$ cat src/rtl/rx_evt_pkg.sv
package rx_evt_pkg;

  typedef logic [7:0] reg8_t;

  // status A bit positions
  localparam int B_FLAG0  = 0;
  localparam int B_FLAG1  = 1;
  localparam int B_F2RISE = 2;
  localparam int B_SLIP   = 3;
  localparam int B_CRC    = 4;
  localparam int B_CSCHG  = 5;
  localparam int B_ERR    = 6;

  // status B bit positions
  localparam int B_PAR    = 0;
  localparam int B_CODE   = 1;
  localparam int B_VALID  = 2;
  localparam int B_UNLOCK = 3;
  localparam int B_CONF   = 4;

  localparam reg8_t STICKY_MASK = 8'h3C;
  localparam reg8_t EN_A_VALID  = 8'h7F;
  localparam reg8_t EN_B_VALID  = 8'h1F;

  // register addresses
  localparam int A_STAT_A = 0;
  localparam int A_STAT_B = 1;
  localparam int A_EN_A   = 4;
  localparam int A_EN_B   = 5;

  function automatic logic any_masked(input reg8_t stat, input reg8_t en);
    return |(stat & en);
  endfunction

  function automatic reg8_t clear_then_set(input reg8_t cur, input reg8_t clr,
                                           input reg8_t set);
    return (cur & ~clr) | set;
  endfunction

endpackage

$ cat src/rtl/rx_evt_capture.sv
module rx_evt_capture
  import rx_evt_pkg::*;
(
  input  logic  clk_i,
  input  logic  rst_ni,
  input  logic  flag2_i,
  input  logic  slip_i,
  input  logic  slave_i,
  input  logic  crc_err_i,
  input  logic  cs_chg_i,
  input  reg8_t clr_mask_i,
  output reg8_t set_vec_o,
  output reg8_t lat_o
);

  logic flag2_q;

  always_ff @(posedge clk_i or negedge rst_ni) begin
    if (!rst_ni) flag2_q <= 1'b0;
    else         flag2_q <= flag2_i;
  end

  always_comb begin
    set_vec_o           = '0;
    set_vec_o[B_F2RISE] = flag2_i & ~flag2_q;
    set_vec_o[B_SLIP]   = slip_i & slave_i;
    set_vec_o[B_CRC]    = crc_err_i;
    set_vec_o[B_CSCHG]  = cs_chg_i;
  end

  for (genvar i = 0; i < 8; i++) begin : g_bit
    if (STICKY_MASK[i]) begin : g_lat
      logic q;
      always_ff @(posedge clk_i or negedge rst_ni) begin
        if (!rst_ni) q <= 1'b0;
        else         q <= (q & ~clr_mask_i[i]) | set_vec_o[i];
      end
      assign lat_o[i] = q;
    end else begin : g_none
      assign lat_o[i] = 1'b0;
    end
  end

endmodule

$ cat src/rtl/rx_evt_host.sv
module rx_evt_host
  import rx_evt_pkg::*;
#(
  parameter int ADDR_W = 3
) (
  input  logic              clk_i,
  input  logic              rst_ni,
  input  logic              cs_ni,
  input  logic              rd_wr_i,
  input  logic [ADDR_W-1:0] addr_i,
  input  reg8_t             wdata_i,
  input  reg8_t             stat_a_i,
  input  reg8_t             stat_b_i,
  output reg8_t             rdata_o,
  output reg8_t             en_a_o,
  output reg8_t             en_b_o,
  output reg8_t             clr_mask_o
);

  localparam logic [ADDR_W-1:0] AD_SA = ADDR_W'(A_STAT_A);
  localparam logic [ADDR_W-1:0] AD_SB = ADDR_W'(A_STAT_B);
  localparam logic [ADDR_W-1:0] AD_EA = ADDR_W'(A_EN_A);
  localparam logic [ADDR_W-1:0] AD_EB = ADDR_W'(A_EN_B);

  logic  sel, wr, rd, rd_a_act, rd_a_q, rd_start, rd_end;
  reg8_t snap_q, en_a_q, en_b_q, view_a;

  assign sel      = ~cs_ni;
  assign wr       = sel & ~rd_wr_i;
  assign rd       = sel & rd_wr_i;
  assign rd_a_act = rd & (addr_i == AD_SA);
  assign rd_start = rd_a_act & ~rd_a_q;
  assign rd_end   = rd_a_q & ~rd_a_act;

  always_ff @(posedge clk_i or negedge rst_ni) begin
    if (!rst_ni) begin
      rd_a_q <= 1'b0;
      snap_q <= '0;
      en_a_q <= '0;
      en_b_q <= '0;
    end else begin
      rd_a_q <= rd_a_act;
      if (rd_start) snap_q <= stat_a_i & STICKY_MASK;
      if (wr && addr_i == AD_EA) en_a_q <= wdata_i & EN_A_VALID;
      if (wr && addr_i == AD_EB) en_b_q <= wdata_i & EN_B_VALID;
    end
  end

  assign clr_mask_o = rd_end ? snap_q : '0;

  // during a read, show the frozen sticky image so the host sees what it clears
  assign view_a = rd_a_q ? ((stat_a_i & ~STICKY_MASK) | snap_q) : stat_a_i;

  always_comb begin
    rdata_o = '0;
    if (rd) begin
      if      (addr_i == AD_SA) rdata_o = view_a;
      else if (addr_i == AD_SB) rdata_o = stat_b_i;
      else if (addr_i == AD_EA) rdata_o = en_a_q;
      else if (addr_i == AD_EB) rdata_o = en_b_q;
    end
  end

  assign en_a_o = en_a_q;
  assign en_b_o = en_b_q;

endmodule

$ cat src/rtl/rx_evt_summary.sv
module rx_evt_summary
  import rx_evt_pkg::*;
(
  input  reg8_t stat_a_raw_i,
  input  reg8_t en_a_i,
  input  reg8_t stat_b_i,
  input  reg8_t en_b_i,
  output logic  err_o,
  output logic  irq_no
);

  reg8_t stat_a_full;

  assign err_o = any_masked(stat_b_i, en_b_i);

  always_comb begin
    stat_a_full        = stat_a_raw_i;
    stat_a_full[B_ERR] = err_o;
  end

  assign irq_no = ~(any_masked(stat_a_full, en_a_i) | err_o);

endmodule

$ cat src/rtl/rx_evt_regs.sv
module rx_evt_regs
  import rx_evt_pkg::*;
#(
  parameter int ADDR_W = 3
) (
  input  logic              clk_i,
  input  logic              rst_ni,
  input  logic              cs_ni,
  input  logic              rd_wr_i,
  input  logic [ADDR_W-1:0] addr_i,
  input  logic [7:0]        wdata_i,
  output logic [7:0]        rdata_o,
  input  logic              flag0_i,
  input  logic              flag1_i,
  input  logic              flag2_i,
  input  logic              slip_i,
  input  logic              slave_i,
  input  logic              crc_err_i,
  input  logic              cs_chg_i,
  input  logic              parity_err_i,
  input  logic              code_err_i,
  input  logic              validity_i,
  input  logic              unlock_i,
  input  logic              conf_err_i,
  output logic              err_o,
  output logic              irq_no
);

  reg8_t lat_w, set_w, clr_w, en_a_w, en_b_w;
  reg8_t stat_a_raw, stat_a_full, stat_b_w;
  logic  err_w;

  rx_evt_capture u_cap (
    .clk_i      (clk_i),
    .rst_ni     (rst_ni),
    .flag2_i    (flag2_i),
    .slip_i     (slip_i),
    .slave_i    (slave_i),
    .crc_err_i  (crc_err_i),
    .cs_chg_i   (cs_chg_i),
    .clr_mask_i (clr_w),
    .set_vec_o  (set_w),
    .lat_o      (lat_w)
  );

  always_comb begin
    stat_a_raw          = lat_w;
    stat_a_raw[B_FLAG0] = flag0_i;
    stat_a_raw[B_FLAG1] = flag1_i;
    stat_a_full         = stat_a_raw;
    stat_a_full[B_ERR]  = err_w;
    stat_b_w            = '0;
    stat_b_w[B_PAR]     = parity_err_i;
    stat_b_w[B_CODE]    = code_err_i;
    stat_b_w[B_VALID]   = validity_i;
    stat_b_w[B_UNLOCK]  = unlock_i;
    stat_b_w[B_CONF]    = conf_err_i;
  end

  rx_evt_host #(.ADDR_W(ADDR_W)) u_host (
    .clk_i      (clk_i),
    .rst_ni     (rst_ni),
    .cs_ni      (cs_ni),
    .rd_wr_i    (rd_wr_i),
    .addr_i     (addr_i),
    .wdata_i    (wdata_i),
    .stat_a_i   (stat_a_full),
    .stat_b_i   (stat_b_w),
    .rdata_o    (rdata_o),
    .en_a_o     (en_a_w),
    .en_b_o     (en_b_w),
    .clr_mask_o (clr_w)
  );

  rx_evt_summary u_sum (
    .stat_a_raw_i (stat_a_raw),
    .en_a_i       (en_a_w),
    .stat_b_i     (stat_b_w),
    .en_b_i       (en_b_w),
    .err_o        (err_w),
    .irq_no       (irq_no)
  );

  assign err_o = err_w;

endmodule

$ cat config.mk
export PLATFORM = sky130hd
export DESIGN_NAME = rx_evt_regs
export DESIGN_NICKNAME = d
export VERILOG_FILES = /design/src/rtl/rx_evt_pkg.sv /design/src/rtl/rx_evt_capture.sv /design/src/rtl/rx_evt_host.sv /design/src/rtl/rx_evt_summary.sv /design/src/rtl/rx_evt_regs.sv
export SDC_FILE = /design/constraint.sdc
export NUM_CORES = 1
export LEC_CHECK = 0
export BUFFER_PORTS_ARGS = -buffer_cell sky130_fd_sc_hd__buf_4
export CORE_MARGIN = 5
export CORE_UTILIZATION = 54
export DETAILED_ROUTE_END_ITERATION = 10
export GPL_ROUTABILITY_DRIVEN = 0
export MAX_ROUTING_LAYER = met4
export PLACE_DENSITY = 0.83
export SYNTH_ARGS = -nofsm -noshare
export SYNTH_HDL_FRONTEND = slang
export SYNTH_SLANG_ARGS = --single-unit
$ cat constraint.sdc
create_clock -name clk_i -period 3.7 [get_ports clk_i]
set_input_delay 0.37 -clock clk_i [delete_from_list [all_inputs] [get_ports clk_i]]
set_output_delay 0.37 -clock clk_i [all_outputs]
set_load 0.01 [all_outputs]
# [After elaboration in Yosys (flattened, before gate mapping)]
# Index checks and enable logic that the tools add are counted.
[word_totals] register_bits=22 wordCells=53
[op_classes] n_eq_ne=3 n_mux=7 bitwise_logic=29 reduce_logical=5
[op_table] op="$mux 8" count=5
[op_table] op="$reduce_or 8->1" count=2
[op_table] op="$and 1x1->1" count=11
[op_table] op="$not 1->1" count=10
[op_table] op="$and 7x7->7" count=1
[op_table] op="$or 7x6->7" count=1
[op_table] op="$eq 3x3->1 const B" count=2
[op_table] op="$mux 6" count=1
[op_table] op="$and 5x5->5" count=1
[op_table] op="$mux 5" count=1
[op_table] op="$or 1x1->1" count=5
[op_table] op="$eq 3x1->1 const B" count=1
[op_table] op="$logic_not 3->1" count=1
[op_table] op="$logic_and 1x1->1" count=2

# [Depth between registers and ports, before layout]
[depth] ltp_word=9 depth_mapped=4

# [Cells and area by module]
# Synthesis repeated with hierarchy kept, for this count alone.
[hier_totals] cells_unflattened=137 hier_area_um2=1425.1
[modules_own_cells] mod="rx_evt_host" n_inst=1 cells_each=96 area_per_inst_um2=1049.8 seq_area_each_um2=425.4
[modules_own_cells] mod="rx_evt_capture" n_inst=1 cells_each=30 area_per_inst_um2=301.5 seq_area_each_um2=125.1
[modules_own_cells] mod="rx_evt_summary" n_inst=1 cells_each=10 area_per_inst_um2=70.1 seq_area_each_um2=0.0
[modules_own_cells] mod="rx_evt_regs" n_inst=1 cells_each=1 area_per_inst_um2=3.8 seq_area_each_um2=0.0

# [Least setup slack after synthesis]
# No wires, ideal clock.
[synth_path] path_type="in2out" startpoint="input addr_i[2]" endpoint="output rdata_o[1]" arrival_time_ns=1.218 required_time_ns=3.330 path_slack_ns=2.112 cell_stages=3 cell_sequence="buf_2 > mux4_2 > and2_1"
[synth_between] elab_chain_cells=6
[synth_lines] item="start, declared" line="rx_evt_regs.sv:10" source="input logic [ADDR_W-1:0] addr_i,"
[synth_lines] item="$eq 3x3->1" line="rx_evt_host.sv:60" source="else if (addr_i == AD_EB) rdata_o = en_b_q;"
[synth_lines] item="$mux 5" line="rx_evt_host.sv:60"
[synth_lines] item="$mux 8" line="rx_evt_host.sv:59" source="else if (addr_i == AD_EA) rdata_o = en_a_q;"
[synth_lines] item="$mux 8" line="rx_evt_host.sv:58" source="else if (addr_i == AD_SB) rdata_o = stat_b_i;"
[synth_lines] item="$mux 8 (*)" line="rx_evt_host.sv:57" source="if (addr_i == AD_SA) rdata_o = view_a;"
[synth_lines] item="$mux 8 (*)" line="rx_evt_host.sv:56" source="if (rd) begin"
[synth_lines] item="end, declared" line="rx_evt_regs.sv:12" source="output logic [7:0] rdata_o,"
# Every way passes the cells marked *; elsewhere a longest branch is shown, timed or not.

# [Final worst setup path]
[layout_path] startpoint="register u_host.rd_a_q" endpoint="output rdata_o[2]"
[layout_between] elab_chain_cells=3
[layout_lines] item="start, declared" line="rx_evt_host.sv:25" source="logic sel, wr, rd, rd_a_act, rd_a_q, rd_start, rd_end;"
[layout_lines] item="start signal, assigned" line="rx_evt_host.sv:42" source="rd_a_q <= rd_a_act;"
[layout_lines] item="$mux 8" line="rx_evt_host.sv:52" source="assign view_a = rd_a_q ? ((stat_a_i & ~STICKY_MASK) | snap_q) : stat_a_i;"
[layout_lines] item="$mux 8" line="rx_evt_host.sv:57"
[layout_lines] item="$mux 8" line="rx_evt_host.sv:56"
# Every way passes these cells.

==> results.md <==
Cells and area:
- The core utilization of the finished layout is between 60% and 70%.
- The area growth from synthesis to layout is 24.9%.
- The net count reported at finish is around 170.
- The commonest non-fill, non-tap cell in the layout is sky130_fd_sc_hd__buf_4.
- In the layout the commonest cells are sky130_fd_sc_hd__buf_4, sky130_fd_sc_hd__dfrtp_1, sky130_fd_sc_hd__mux2_2.
- The area occupied by registers is 551 sq um.
- The total area of multi-input combinational cells is 623 sq um.
- 0 antenna diodes ended up in the layout.
- The fraction of final layout cells sized beyond drive strength 1 is 42.4%.
- Counting the fill cells in the layout gives about 180.

Clock tree:
- No sink is reached through more buffers than the 2 on the longest clock path.
- The clock sink total is 22.
- The source-to-sink clock delay at the later pin of the worst-skew pair is 0.30 ns.
- Post-CTS timing repair inserted 0 buffers for setup.
- After clock tree synthesis, the clock-pin slew on the worst setup and hold paths is 0.12 ns.
- Counting the buffers created by CTS gives 3.
- TritonCTS built the clock tree.
- In this run the number of H-tree levels came out at 1.
- The clock root buffer master is sky130_fd_sc_hd__clkbuf_4.

Global routing:
- The initial antenna violation count is 0.
- Entering global routing, the biggest net connects 23 pins.
- The first global-routing pass estimated 4410 um of wire.
- For this run the aggregate overflow at the end of global routing stands at 0.
- The via count of the first global-routing pass is roughly 1000.
- Global routing consumed, over all layers together, ~18% of the routing resources.

Outcome:
- The run finished with clean final reports.

Setup path:
- STA classifies the critical path endpoint as an output pin.
- The setup slack on the worst flop-to-flop path is roughly 2.5 ns.
- The critical setup path kind is reg2out.
- The largest delay contributor family on the critical path is flip-flops.
- At the worst endpoint, the arrival time is 1.74 ns.
- STA classifies the critical path startpoint as a flip-flop.
- The largest individual stage delay along the critical path comes from the cell sky130_fd_sc_hd__dfrtp_1.
- Walking the worst path, the cells encountered are mux2_2, o41ai_1, a211oi_1, buf_4.
- Data on the critical path is required at its endpoint by 3.33 ns.
- The largest single stage delay on the critical path is 0.56 ns.
- In this run the critical register-to-register path is launched from u_host.rd_a_q$_DFF_PN0_.
- Measured in cells, the most critical reg-to-reg path has a length of 2.
- The capture point of the worst reg-to-reg path is u_host.snap_q[3]$_DFFE_PN0P_.
- The top fanout value on the critical path is 9.
- The number of cells on the critical path is 4.
- The count of buffer and inverter cells on the critical path is 1.

Floorplan:
- Once the floorplan was initialized, standard cells occupied 55.7% of the core.
- The die height is 57.3 um.
- The overall die area is 3280 sq um.
- The top-level port count is 37.
- The area of the core region is 2170 sq um.
- The overall die width is 57.3 um.
- The placement row count is 17.

STA:
- The routed design could run at a clock period as short as 2.11 ns.
- The final period utilization is between 50% and 60%.
- The number of max-slew violations in the final report is 0.
- The number of hold violations in the final report came to 0.
- The final sum of negative setup slack is 0 ns.
- The total setup violations reported at the end of the flow is 0.
- Setup repair after global routing left no endpoint under its margin.
- The clock arrives with a little under 0.004 ns of skew.
- Derived from the worst setup path, the maximum achievable clock frequency is 474 MHz.

Pwr:
- For this design the ratio of total power to cell area is 372 nW/um^2.
- The peak ir drop on the vdd network is 0.288 mV.
- The leakage power is 0.671 nW.

Route:
- The remaining routing DRC violations is 0.
- Wires add up to ~2500 um.
- The detailed router's first-iteration violation count is 28.
- The number of routed nets with antenna violations is 0.
- The wire length per cell is about 15 um.
- The first TritonRoute pass finished after 4 iterations.
- The detail-routed via count per cell is 5.65.
- The via total after detailed routing is about 940.

Hold path:
- In this run the most critical hold path is launched from flag2_i.
- The hold path endpoint is u_cap.flag2_q$_DFF_PN0_.
- In this run the worst hold path is classified as in2reg.
- The number of cells on the worst hold path is 1.

Synthesis:
- In the synthesized netlist the async set-or-reset flop fraction comes to 100%.
- For this run, the number of Yosys warnings is 0.
- The number of nets in the synthesized netlist is ~130.
- Synthesis produced a netlist whose cell count is 105.
- The number of different library cells used by synthesis comes to 31.
- The proportion of synthesized chip area in sequential cells is 45.6%.
- The main flop type after synthesis is sky130_fd_sc_hd__dfrtp_1.
- The number of enable-type register cells in the synthesized netlist is 0.
- A synthesized cell averages between 10 and 15 sq um.
- After synthesis the netlist holds a flip-flop and latch count of 22.
- In this run the cell area of the synthesized design comes to between 1000 and 1500 sq um.

Run:
- The number of max-capacitance violations reported is 0.

Placement:
- Port buffering added 34 buffers.
- The post-detailed-placement half-perimeter wirelength is around 2000 um.
==> registers in the layout, summed over array words and instances, names as in the netlist <==
name,count
u_cap.flag2_q,1
u_cap.g_bit.g_lat.q,4
u_host.en_a_o,7
u_host.en_b_o,5
u_host.rd_a_q,1
u_host.snap_q,4
==> stage by stage <==
stage / area (sq um) / power [mW] / setup WS, ns / cells / hold WS, ns
after global placement: 1480 / 0.449 / 1.85 / 163 / 0.270
after detailed placement: 1480 / 0.457 / 1.82 / 163 / 0.272
final: 1510 / 0.561 / 1.59 / 167 / 0.171
after floorplan: 1210 / 0.394 / 2.11 / 105 / 0.0744
after CTS: 1510 / 0.562 / 1.60 / 167 / 0.171
after global routing: 1510 / 0.595 / 1.53 / 167 / 0.162
==> worst register-to-register path, delay by kind of cell (launching register included) <==
family / cells / cell delay [ns]
DFF: 1 / 0.56
muxes: 1 / 0.34
and+or+nand+nor: 1 / 0.24
==> metal layers <==
metal | vias to the layer above | share of wire [%] | GRT usage, %
met5 | - | 0 | -
met3 | 4 | 5.7 | 2.71
li1 | 457 | - | -
met2 | 32 | 48 | 27.9
met4 | 0 | 0.59 | 4.30
met1 | 450 | 46 | 23.6
==> power by group <==
| group | switching, mW | leakage [nW] | total, mW | internal, mW |
|---|---|---|---|---|
| Clock | 0.0708 | 0.0138 | 0.109 | 0.0380 |
| Sequential | 0.0317 | 0.250 | 0.314 | 0.283 |
| Combinational | 0.0555 | 0.407 | 0.138 | 0.0827 |
==> synth_stat cells (2+ instances only) <==
cell type	instances	area, sq um
sky130_fd_sc_hd__mux4_2	2	45.0
sky130_fd_sc_hd__mux2i_1	6	60.1
sky130_fd_sc_hd__a22oi_1	4	30.0
sky130_fd_sc_hd__or2_0	2	12.5
sky130_fd_sc_hd__buf_2	3	15.0
sky130_fd_sc_hd__mux2_2	17	191
sky130_fd_sc_hd__nand3b_1	2	15.0
sky130_fd_sc_hd__nor2b_1	2	12.5
sky130_fd_sc_hd__dfrtp_1	22	551
sky130_fd_sc_hd__nor2_1	7	26.3
sky130_fd_sc_hd__a21oi_1	4	20.0
sky130_fd_sc_hd__inv_1	3	11.3
sky130_fd_sc_hd__nand4_1	2	12.5
sky130_fd_sc_hd__and2_1	3	18.8
sky130_fd_sc_hd__o221ai_1	2	17.5
sky130_fd_sc_hd__nand2_1	8	30.0
sky130_fd_sc_hd__nor3b_1	2	15.0
==> kinds of logic (layout without fill, tap and decap cells) <==
logic type | Yosys count | in the layout | synth area share (%)
AO/OA/AOI/OAI | 17 | 17 | 10.3
multiplexers | 25 | 25 | 24.6
flip-flops | 22 | 22 | 45.6
buffers and inverters | 7 | 41 | 2.80
AND/OR/NAND/NOR | 33 | 33 | 16.5
other | 1 | 1 | 0.311
==> area by class of cell <==
cell class,instances,share of cell area (%)
clock buffers,3,1.49
repair buffers,35,17.6
flip-flops and latches,22,36.5
well taps,28,2.32
multi-input cells,76,41.3
inverters,3,0.747
==> what timing repair did <==
item | 4_1_cts | 5_1_grt
hold endpoints to repair | 22 | 0
hold buffers | 1 | 0
resized for setup | 0 | 0
==> worst max-delay path by stage <==
stage | from | to | slack, ns
finish | u_host.rd_a_q$_DFF_PN0_ | rdata_o[2] | 1.59
global route | u_host.rd_a_q$_DFF_PN0_ | rdata_o[2] | 1.53
CTS | u_host.rd_a_q$_DFF_PN0_ | rdata_o[2] | 1.60
detailed placement | addr_i[1] | rdata_o[1] | 1.82
global placement | addr_i[1] | rdata_o[1] | 1.85
floorplan | addr_i[2] | rdata_o[1] | 2.11
No activity file was read; power rests on OpenSTA's default activity.
